### src/rtl/excl_pkg.sv
package excl_pkg;
    typedef enum logic [1:0] {
        OP_IDLE  = 2'b00,
        OP_LOAD  = 2'b01,
        OP_STORE = 2'b10,
        OP_CLEAR = 2'b11
    } op_e;

    typedef enum logic {
        LM_OPEN = 1'b0,
        LM_EXCL = 1'b1
    } lmon_e;

    localparam logic [1:0] SZ_BYTE = 2'b00;
    localparam logic [1:0] SZ_HALF = 2'b01;

    // Byte count covered by a size code.
    function automatic logic [3:0] size_bytes(input logic [1:0] sz);
        case (sz)
            SZ_BYTE: size_bytes = 4'd1;
            SZ_HALF: size_bytes = 4'd2;
            default: size_bytes = 4'd8;
        endcase
    endfunction
endpackage

### src/rtl/excl_align_chk.sv
module excl_align_chk
    import excl_pkg::*;
(
    input  logic [1:0] op_i,
    input  logic [1:0] size_i,
    input  logic [2:0] addr_lo_i,
    input  logic [1:0] cfg_i,
    output logic       fault_o
);
    logic misaligned;
    logic checked_op;

    always_comb begin
        unique case (size_i)
            SZ_BYTE: misaligned = 1'b0;
            SZ_HALF: misaligned = addr_lo_i[0];
            default: misaligned = (addr_lo_i != 3'b000);
        endcase
        checked_op = (op_e'(op_i) == OP_LOAD) || (op_e'(op_i) == OP_STORE);
        fault_o    = checked_op && misaligned && (cfg_i != 2'b00);
    end
endmodule

### src/rtl/excl_local_fsm.sv
module excl_local_fsm
    import excl_pkg::*;
(
    input  logic  clk,
    input  logic  rst_n,
    input  logic  set_i,
    input  logic  clr_i,
    output lmon_e state_o
);
    lmon_e state_q, state_d;

    always_ff @(posedge clk) begin
        if (!rst_n) state_q <= LM_OPEN;
        else        state_q <= state_d;
    end

    always_comb begin
        state_d = state_q;
        unique case (state_q)
            LM_OPEN: if (set_i) state_d = LM_EXCL;
            LM_EXCL: if (clr_i) state_d = LM_OPEN;
            default: state_d = LM_OPEN;
        endcase
    end

    assign state_o = state_q;
endmodule

### src/rtl/excl_monitor.sv
module excl_monitor
    import excl_pkg::*;
#(
    parameter int NUM_CPU = 2,
    parameter int ADDR_W  = 32
) (
    input  logic                      clk,
    input  logic                      rst_n,
    input  logic [2*NUM_CPU-1:0]      req_op,
    input  logic [NUM_CPU-1:0]        req_shared,
    input  logic [ADDR_W*NUM_CPU-1:0] req_addr,
    input  logic [2*NUM_CPU-1:0]      req_size,
    input  logic [2*NUM_CPU-1:0]      req_align_cfg,
    output logic [NUM_CPU-1:0]        wr_en_o,
    output logic [NUM_CPU-1:0]        status_o,
    output logic [NUM_CPU-1:0]        fault_o
);
    localparam int EXT_W = ADDR_W + 4;

    lmon_e              lstate [NUM_CPU];
    logic [NUM_CPU-1:0] flt, set_l, clr_l, wr_d, st_d;

    logic              g_v  [NUM_CPU];
    logic [ADDR_W-1:0] g_a  [NUM_CPU];
    logic [1:0]        g_s  [NUM_CPU];
    logic              nv   [NUM_CPU];
    logic [ADDR_W-1:0] na   [NUM_CPU];
    logic [1:0]        ns   [NUM_CPU];

    // Half-open byte ranges [a, a+n) and [b, b+m) intersect.
    function automatic logic overlap(input logic [ADDR_W-1:0] a, input logic [1:0] sa,
                                     input logic [ADDR_W-1:0] b, input logic [1:0] sb);
        logic [EXT_W-1:0] ax, bx;
        ax = EXT_W'(a);
        bx = EXT_W'(b);
        overlap = (ax < bx + EXT_W'(size_bytes(sb))) && (bx < ax + EXT_W'(size_bytes(sa)));
    endfunction

    for (genvar g = 0; g < NUM_CPU; g++) begin : g_cpu
        excl_align_chk u_align (
            .op_i      (req_op[2*g +: 2]),
            .size_i    (req_size[2*g +: 2]),
            .addr_lo_i (req_addr[g*ADDR_W +: 3]),
            .cfg_i     (req_align_cfg[2*g +: 2]),
            .fault_o   (flt[g])
        );
        excl_local_fsm u_local (
            .clk     (clk),
            .rst_n   (rst_n),
            .set_i   (set_l[g]),
            .clr_i   (clr_l[g]),
            .state_o (lstate[g])
        );
    end

    // Requests resolve in ascending port order on a running copy of the global entries.
    always_comb begin
        op_e               op;
        logic [ADDR_W-1:0] ad;
        logic [1:0]        sz;
        nv = g_v;
        na = g_a;
        ns = g_s;
        wr_d  = '0;
        st_d  = '0;
        set_l = '0;
        clr_l = '0;
        for (int i = 0; i < NUM_CPU; i++) begin
            op = op_e'(req_op[2*i +: 2]);
            ad = req_addr[i*ADDR_W +: ADDR_W];
            sz = req_size[2*i +: 2];
            if (flt[i]) begin
                st_d[i] = 1'b1;
            end else begin
                unique case (op)
                    OP_LOAD: begin
                        set_l[i] = 1'b1;
                        if (req_shared[i]) begin
                            nv[i] = 1'b1;
                            na[i] = ad;
                            ns[i] = sz;
                        end
                    end
                    OP_STORE: begin
                        clr_l[i] = 1'b1;
                        if (lstate[i] != LM_EXCL) begin
                            st_d[i] = 1'b1;
                        end else if (!req_shared[i]) begin
                            wr_d[i] = 1'b1;
                        end else if (nv[i] && na[i] == ad && size_bytes(ns[i]) == size_bytes(sz)) begin
                            wr_d[i] = 1'b1;
                            for (int j = 0; j < NUM_CPU; j++) begin
                                if (nv[j] && overlap(na[j], ns[j], ad, sz)) nv[j] = 1'b0;
                            end
                        end else begin
                            st_d[i] = 1'b1;
                        end
                    end
                    OP_CLEAR: clr_l[i] = 1'b1;
                    default: ;
                endcase
            end
        end
    end

    always_ff @(posedge clk) begin
        if (!rst_n) begin
            for (int i = 0; i < NUM_CPU; i++) begin
                g_v[i] <= 1'b0;
                g_a[i] <= '0;
                g_s[i] <= '0;
            end
            wr_en_o  <= '0;
            status_o <= '0;
            fault_o  <= '0;
        end else begin
            for (int i = 0; i < NUM_CPU; i++) begin
                g_v[i] <= nv[i];
                g_a[i] <= na[i];
                g_s[i] <= ns[i];
            end
            wr_en_o  <= wr_d;
            status_o <= st_d;
            fault_o  <= flt;
        end
    end
endmodule

### config.mk
export PLATFORM = sky130hd
export DESIGN_NAME = excl_monitor
export DESIGN_NICKNAME = d
export VERILOG_FILES = /design/src/rtl/excl_pkg.sv /design/src/rtl/excl_align_chk.sv /design/src/rtl/excl_local_fsm.sv /design/src/rtl/excl_monitor.sv
export SDC_FILE = /design/constraint.sdc
export NUM_CORES = 1
export LEC_CHECK = 0
export ABC_AREA = 1
export BUFFER_PORTS_ARGS = -buffer_cell sky130_fd_sc_hd__buf_4
export CORE_UTILIZATION = 64
export CTS_CLUSTER_DIAMETER = 200
export CTS_CLUSTER_SIZE = 14
export DETAILED_ROUTE_END_ITERATION = 12
export GPL_TIMING_DRIVEN = 0
export HOLD_SLACK_MARGIN = 0.06
export PLACE_DENSITY = 0.91
export SLEW_MARGIN = 20
export SYNTH_ARGS = -nofsm -noshare
export SYNTH_HDL_FRONTEND = slang
export SYNTH_SLANG_ARGS = --single-unit
export TNS_END_PERCENT = 20
### constraint.sdc
create_clock -name clk -period 7.3 [get_ports clk]
set_input_delay 1.46 -clock clk [delete_from_list [all_inputs] [get_ports clk]]
set_output_delay 1.46 -clock clk [all_outputs]
set_load 0.01 [all_outputs]
; Word-level counts from Yosys, hierarchy flattened
; Index checks and enable logic that the tools add are counted.
; W data, S select, Z words.
[word_totals]
ff_bits = 78
latchBits = 0
mem_bits_rw = 0
rom_bits = 0
in_bits = 80
out_inout_bits = 6
wordCells = 184
memories = 0
[op_classes]
addsub = 6
mul = 0
n_div = 0
n_lt_le_gt_ge = 8
n_eq_ne = 15
shift = 0
muxes = 105
bitwise = 6
reduce_logical = 32
[ops]
columns = op, n
row1 = $add A32 B4 Y33, 6
row2 = $lt A32 B33 Y1, 6
row3 = $mux W4, 46
row4 = $mux W32, 3
row5 = $lt A32 B36 Y1, 2
row6 = $eq A32 B32 Y1, 2
row7 = $pmux W4 S2, 5
row8 = $mux W1, 34
row9 = $mux W2, 11
row10 = $logic_and A1 B1 Y1, 16
row11 = $eq A2 B1 Y1 const B, 7
row12 = $pmux W1 S2, 6
row13 = $logic_not A2 Y1, 5
row14 = $eq A2 B2 Y1 const B, 4
row15 = $eq A4 B4 Y1, 2
row16 = $reduce_or A4 Y1, 2
row17 = $not A1 Y1, 6
row18 = $reduce_bool A3 Y1, 2
row19 = $reduce_bool A2 Y1, 2
row20 = $reduce_or A2 Y1, 2
row21 = $reduce_and A3 Y1, 1
row22 = $logic_or A1 B1 Y1, 2

; Logic depth before layout (Yosys ltp)
[depth]
ltp_word = 40
ltp_mapped = 41
depth_no_buf = 37

; Hierarchy
; A second synthesis with hierarchy kept.
[hier_totals]
hier_cells = 2133
hier_area_um2 = 13746.9
[by_module_without_submodules]
columns = module, instances, cells_each, area_each_um2, seq_area_each_um2
row1 = excl_monitor, 1, 2091, 13549.2, 1521.5
row2 = excl_align_chk, 2, 16, 61.3, 0.0
row3 = excl_local_fsm, 2, 5, 37.5, 20.0

; Worst setup path after synthesis
; OpenSTA, ideal clock, no wires.
[synth_timing]
kind = input port to flip-flop
from = input port req_op[0]
to = register g_v[1] (netlist name)
setup_ns = 0.070
arrival_time_ns = 6.345
path_slack_ns = 0.885
path_stages = 38
path_buffers = 4
cell_sequence = inv_1 -> ha_1 -> o21bai_1 -> nor2_1 -> nand2_2 -> nand3_4 -> buf_6 -> buf_2 -> buf_2 -> buf_2 -> o21ai_0 -> nor2_1 -> ha_1 -> inv_1 -> fa_1 -> o31ai_2 -> nand3_2 -> nor2_2 -> [... 2 more ...] -> nand4_1 -> nor2_1 -> xor2_1 -> ha_1 -> nand2_1 -> inv_1 -> nand3_1 -> nor3_1 -> nand4_1 -> nand4_1 -> nand2_1 -> inv_1 -> nor2_1 -> o21ai_0 -> nand3_1 -> a21boi_0 -> o21ai_1 -> a21oi_1
[synth_between]
elab_chain_cells = 22
word_cells_on_any_way = 33
classes_between = add/sub: 1 / order compare: 2 / eq/ne: 3 / mux: 19 / reduce/logical: 8
[synth_lines]
columns = item, line_no
row1 = "start, declared", excl_monitor.sv:9  ; input logic [2*NUM_CPU-1:0] req_op,
row2 = $eq A2 B1 Y1 or $eq A2 B2 Y1 (tied branches), "excl_align_chk.sv:19, excl_monitor.sv:75"
row3 = $logic_or A1 B1 Y1, excl_align_chk.sv:19  ; checked_op = (op_e'(op_i) == OP_LOAD) || (op_e'(op_i) == OP_STORE);
row4 = $logic_and A1 B1 Y1 (2 in series), excl_align_chk.sv:20  ; fault_o = checked_op && misaligned && (cfg_i != 2'b00);
row5 = $mux W2, excl_monitor.sv:72  ; if (flt[i]) begin
row6 = $eq A2 B1 Y1 or $logic_not A2 Y1 (tied branches), excl_pkg.sv:19  ; case (sz)
row7 = $pmux W4 S2, excl_pkg.sv:19
row8 = $mux W4, excl_monitor.sv:90  ; end else if (nv[i] && na[i] == ad && size_bytes(ns[i]) == size_bytes(sz)) begin
row9 = $mux W4, excl_monitor.sv:88  ; end else if (!req_shared[i]) begin
row10 = [... 5 more ...], n/a
row11 = $logic_and A1 B1 Y1, excl_monitor.sv:36  ; overlap = (ax < bx + EXT_W'(size_bytes(sb))) && (bx < ax + EXT_W'(size_bytes(sa)));
row12 = $logic_and A1 B1 Y1, excl_monitor.sv:93  ; if (nv[j] && overlap(na[j], ns[j], ad, sz)) nv[j] = 1'b0;
row13 = $mux W1, excl_monitor.sv:93
row14 = $mux W2, excl_monitor.sv:90
row15 = $mux W2, excl_monitor.sv:88
row16 = $mux W2, excl_monitor.sv:86  ; if (lstate[i] != LM_EXCL) begin
row17 = $mux W1, excl_monitor.sv:75  ; unique case (op)
row18 = $mux W2 *, excl_monitor.sv:72
row19 = "end signal, assigned by index", excl_monitor.sv:118  ; g_v[i] <= nv[i];
row20 = "end, declared", excl_monitor.sv:23  ; logic g_v [NUM_CPU];
; Every way passes the cells marked *; elsewhere a longest branch is shown, timed or not. The select of a mux whose other input is x is not followed.
; A chain may end at the register's enable or synchronous reset.

; Final worst setup path
; Same ends and word-level chain as after synthesis.

==> summary.txt <==
Run status
  – Status: complete, no violations

Floorplan
  – Die area: 21900 um2
  – Core area: 21000 um2
  – Chip width: 148 um
  – Die height: 148 um
  – Row Count: 53
  – # IOs: 86
  – Starting Density: 65.2%

Power and ir drop
  – Net Sw Power: 0.707 mW
  – Int Pwr: 1.05 mW
  – P_leak: 7.33 nW
  – VDD IR max: 0.117 mV
  – Pwr dens: 117 nW/um2
  – Logic pwr share: 41.5%
  – Reg power frac: 27.6%
  – Clock group share of total power: 30.9%
  – Sw Share: 40.3%
  – Total power: 1.76 mW

Placement
  – Last weighted congestion value of the routability-driven placer: 0.989
  – Port Buffers: 84
  – Dpl ws: -1.19 ns
  – DP Area: 14600 um2
  – Hpwl dp: 40100 um

Setup path
  – FF-to-FF setup slack: 2.25 ns
  – Reg2Reg Capture Point: g_v[1]$_SDFF_PN0_
  – CP required: 7.52 ns
  – Startpoint types: primary input
  – CP endpoint kind: register
  – CP peak stage delay: 0.43 ns
  – Crit Path Class: primary input to register
  – Most frequent CP cell: inv_1
  – Arr. time, crit path: 7.16 ns
  – CP max stage cell: fa_2
  – CP delay by family, top: simple AND/OR/NAND/NOR gates
  – Reg2reg start: g_s[3]$_SDFF_PN0_
  – Worst reg-to-reg path cell count: 30
  – CP max FO: 19
  – Crit path buf inv count: 10

Logic synthesis
  – Synth area leader: ha_1
  – Mapped Area: 13700 um2
  – Yosys top cell area share: 24.3%
  – Post-synth EDFFs: 0
  – Synth cell types: 59
  – #FFs+latches synth: 78
  – Largest family of logic cells by synthesized area: simple AND/OR/NAND/NOR gates
  – Yosys warns: 0
  – Adder-cell share of the synthesized area: 25.0%
  – Mux share of post-synthesis cell area: 0%
  – Top-count cell post-synth: nand2_1
  – Syn Area/Cell: 6.46 um2
  – Complex-gate fraction of the synthesized area: 12.6%
  – FFs w/ async S/R, synth: 0%
  – Proportion of synthesized chip area in sequential cells: 11.4%
  – Prevailing post-synth register cell: dfxtp_1
  – Post-Syn Nets: 2464
  – Most frequent cells after synthesis: nand2_1, ha_1, inv_1
  – Post-Synth Simple-Gate Area: 32.1%
  – Post-synthesis xor/xnor area fraction: 10.1%
  – Synth area leaders: ha_1, nand2_1, dfxtp_1, xor2_1, inv_1
  – Cells after synthesis: 2114

CTS
  – Maximum clock path buffer count: 2
  – Clock root buffer: clkbuf_16
  – Hold_buf cts: 0
  – Cts bufs inserted: 9
  – CTS clk-pin slew, worst paths: 0.06 ns
  – CTS tree: yes
  – Later-pin clock latency in the skew report: 0.35 ns
  – # clock sinks: 78
  – H-tree lvl count: 3

Layout
  – Share of layout cells above drive strength 1: 7.91%
  – Area added between synthesis and finish: 10.0%
  – N_diodes: 0
  – Final Util: 71.7%
  – Final instance area: 15000 um2
  – Fillers: 1844
  – Final #Nets: 2558

Timing
  – Worst-Margin Slew: 1.01 ns
  – Final period utilization: 95.1%
  – Slew Limit Fails: 0
  – FMAX: 0.144 GHz
  – Setup violators final: 0
  – Final Hold Slack: 0.485 ns
  – Setup slack after layout: 0.359 ns
  – Final hold violation count: 0
  – Tmin final: 6.94 ns
  – Clock Skew: 0.00728 ns
  – RSZ-0062 raised after global routing: false
  – Slew HR: 32.9%

Flow run
  – Maxcap violations: 0

Global routing
  – All-Layer GR Usage: 43.7%
  – First-pass GRT wire length: 73800 um
  – Vias in the first global route: 14300
  – Grt ovf: 0
  – Initial antenna violation count: 1
  – Pin count of the biggest net entering global routing: 20

Min path
  – Hold_sp: g_s[0]$_SDFFE_PN0P_
  – Min-Delay Endpoint: g_s[0]$_SDFFE_PN0P_
  – Min-Delay Path Class: register to register
  – Hold Path Cell Cnt: 2

Detailed routing
  – Vias per inst: 6.07
  – Drt first pass iters: 9
  – Drt wl/cell: 19.1 um
  – ANT nets after route: 0
  – Final wirelength: 47500 um
  – Drc violations: 0
  – Via count: 15100
  – Initial DRC count: 1783
-- cells in the final DEF (no fill, tap or decap), drive strengths merged --
master | synthesis | final
or3 | 1 | 1
a21oi | 151 | 151
fa | 5 | 5
and2 | 1 | 1
nand2 | 482 | 482
nor2 | 231 | 231
nor4b | 1 | 1
o211ai | 6 | 6
a2111oi | 1 | 1
dfxtp | 78 | 78
or2 | 4 | 4
a21boi | 5 | 5
o31ai | 5 | 5
o221a | 1 | 1
nand3b | 2 | 2
xnor2 | 30 | 30
a31o | 1 | 1
o21bai | 5 | 5
clkbuf | 30 | 41
a211oi | 13 | 13
o21ai | 108 | 108
inv | 271 | 271
buf | 10 | 93
nor3 | 70 | 70
nand4 | 70 | 70
clkinv | 2 | 3
nor4 | 29 | 29
nand3 | 95 | 95
a31oi | 1 | 1
bufinv | 0 | 3
o41ai | 1 | 1
xor2 | 127 | 127
o21a | 3 | 3
nor3b | 1 | 1
a21o | 3 | 3
o221ai | 4 | 4
ha | 265 | 265
o2111ai | 1 | 1
-- worst min-delay path, delay by kind of cell (launching register included) --
| family | cells | cell delay, ns |
|---|---|---|
| buffers and inverters | 1 | 0.07 |
| DFF | 1 | 0.31 |
| AOI/OAI and AO/OA | 1 | 0.06 |
-- final cells by class --
| type | instances | area [um2] | share of cell area (%) |
|---|---|---|---|
| flip-flops and latches | 78 | 1560 | 10.4 |
| plain buffers | 37 | 179 | 1.19 |
| well taps | 275 | 344 | 2.29 |
| clock inverters | 4 | 95.1 | 0.633 |
| multi-input cells | 1723 | 10900 | 72.8 |
| repair buffers | 86 | 643 | 4.28 |
| inverters | 273 | 1020 | 6.82 |
| clock buffers | 11 | 243 | 1.62 |
-- sequential cells by signal, indices dropped and copies added, names as in the netlist --
signal	count
g_v	2
g_cpu.u_local.state_o	2
fault_o	2
g_a	64
status_o	2
g_s	4
wr_en_o	2
-- kinds of logic (layout without fill, tap and decap cells) --
group,after synthesis,after routing
simple gates,987,987
buf+inv,313,411
compound gates,309,309
fa+ha+maj,270,270
xor+xnor,157,157
flops,78,78
-- worst max-delay path by stage --
| stage | from | to | slack [ns] | depth (start not counted) |
|---|---|---|---|---|
| finish | req_op[0] | g_v[1]$_SDFF_PN0_ | 0.36 | 38 |
| detailed placement | req_op[0] | g_v[1]$_SDFF_PN0_ | -1.19 | 39 |
| floorplan | req_op[0] | g_v[1]$_SDFF_PN0_ | 0.89 | 38 |
| global placement | req_op[0] | g_v[1]$_SDFF_PN0_ | -1.07 | 39 |
| global route | req_op[0] | g_v[1]$_SDFF_PN0_ | 0.03 | 37 |
| CTS | req_op[0] | g_v[1]$_SDFF_PN0_ | 0.11 | 38 |
-- repair_timing --
action                                  4_1_cts  5_1_grt
pin swaps                                     1        3
setup buffers                                 1        0
endpoints found under the setup margin        1        1
gates cloned                                  0        0
resized for setup                            10        6
-- through the flow --
| stage | TNS, ns | cells |
|---|---|---|
| 2_1_floorplan | 0 | 2114 |
| 3_3_place_gp | -1.07 | 2473 |
| 3_5_place_dp | -1.19 | 2474 |
| 4_1_cts | 0 | 2488 |
| 5_1_grt | 0 | 2487 |
| 6_report | 0 | 2487 |
-- power groups by stage --
stage / Clock, mW / Combinational, mW / Sequential, mW
after floorplan: 0 / 0.458 / 0.480
after global placement: 0 / 0.667 / 0.491
after detailed placement: 0 / 0.699 / 0.492
after CTS: 0.539 / 0.707 / 0.482
after global routing: 0.557 / 0.812 / 0.487
final: 0.543 / 0.728 / 0.485
-- layer usage --
metal  track usage [%]  part of all wire, %
met1              56.5                   40
met2              68.7                   43
met3              8.53                   11
met4              22.8                  5.3
met5                 0                    0
Note: power is estimated with default switching activity, not from simulation.
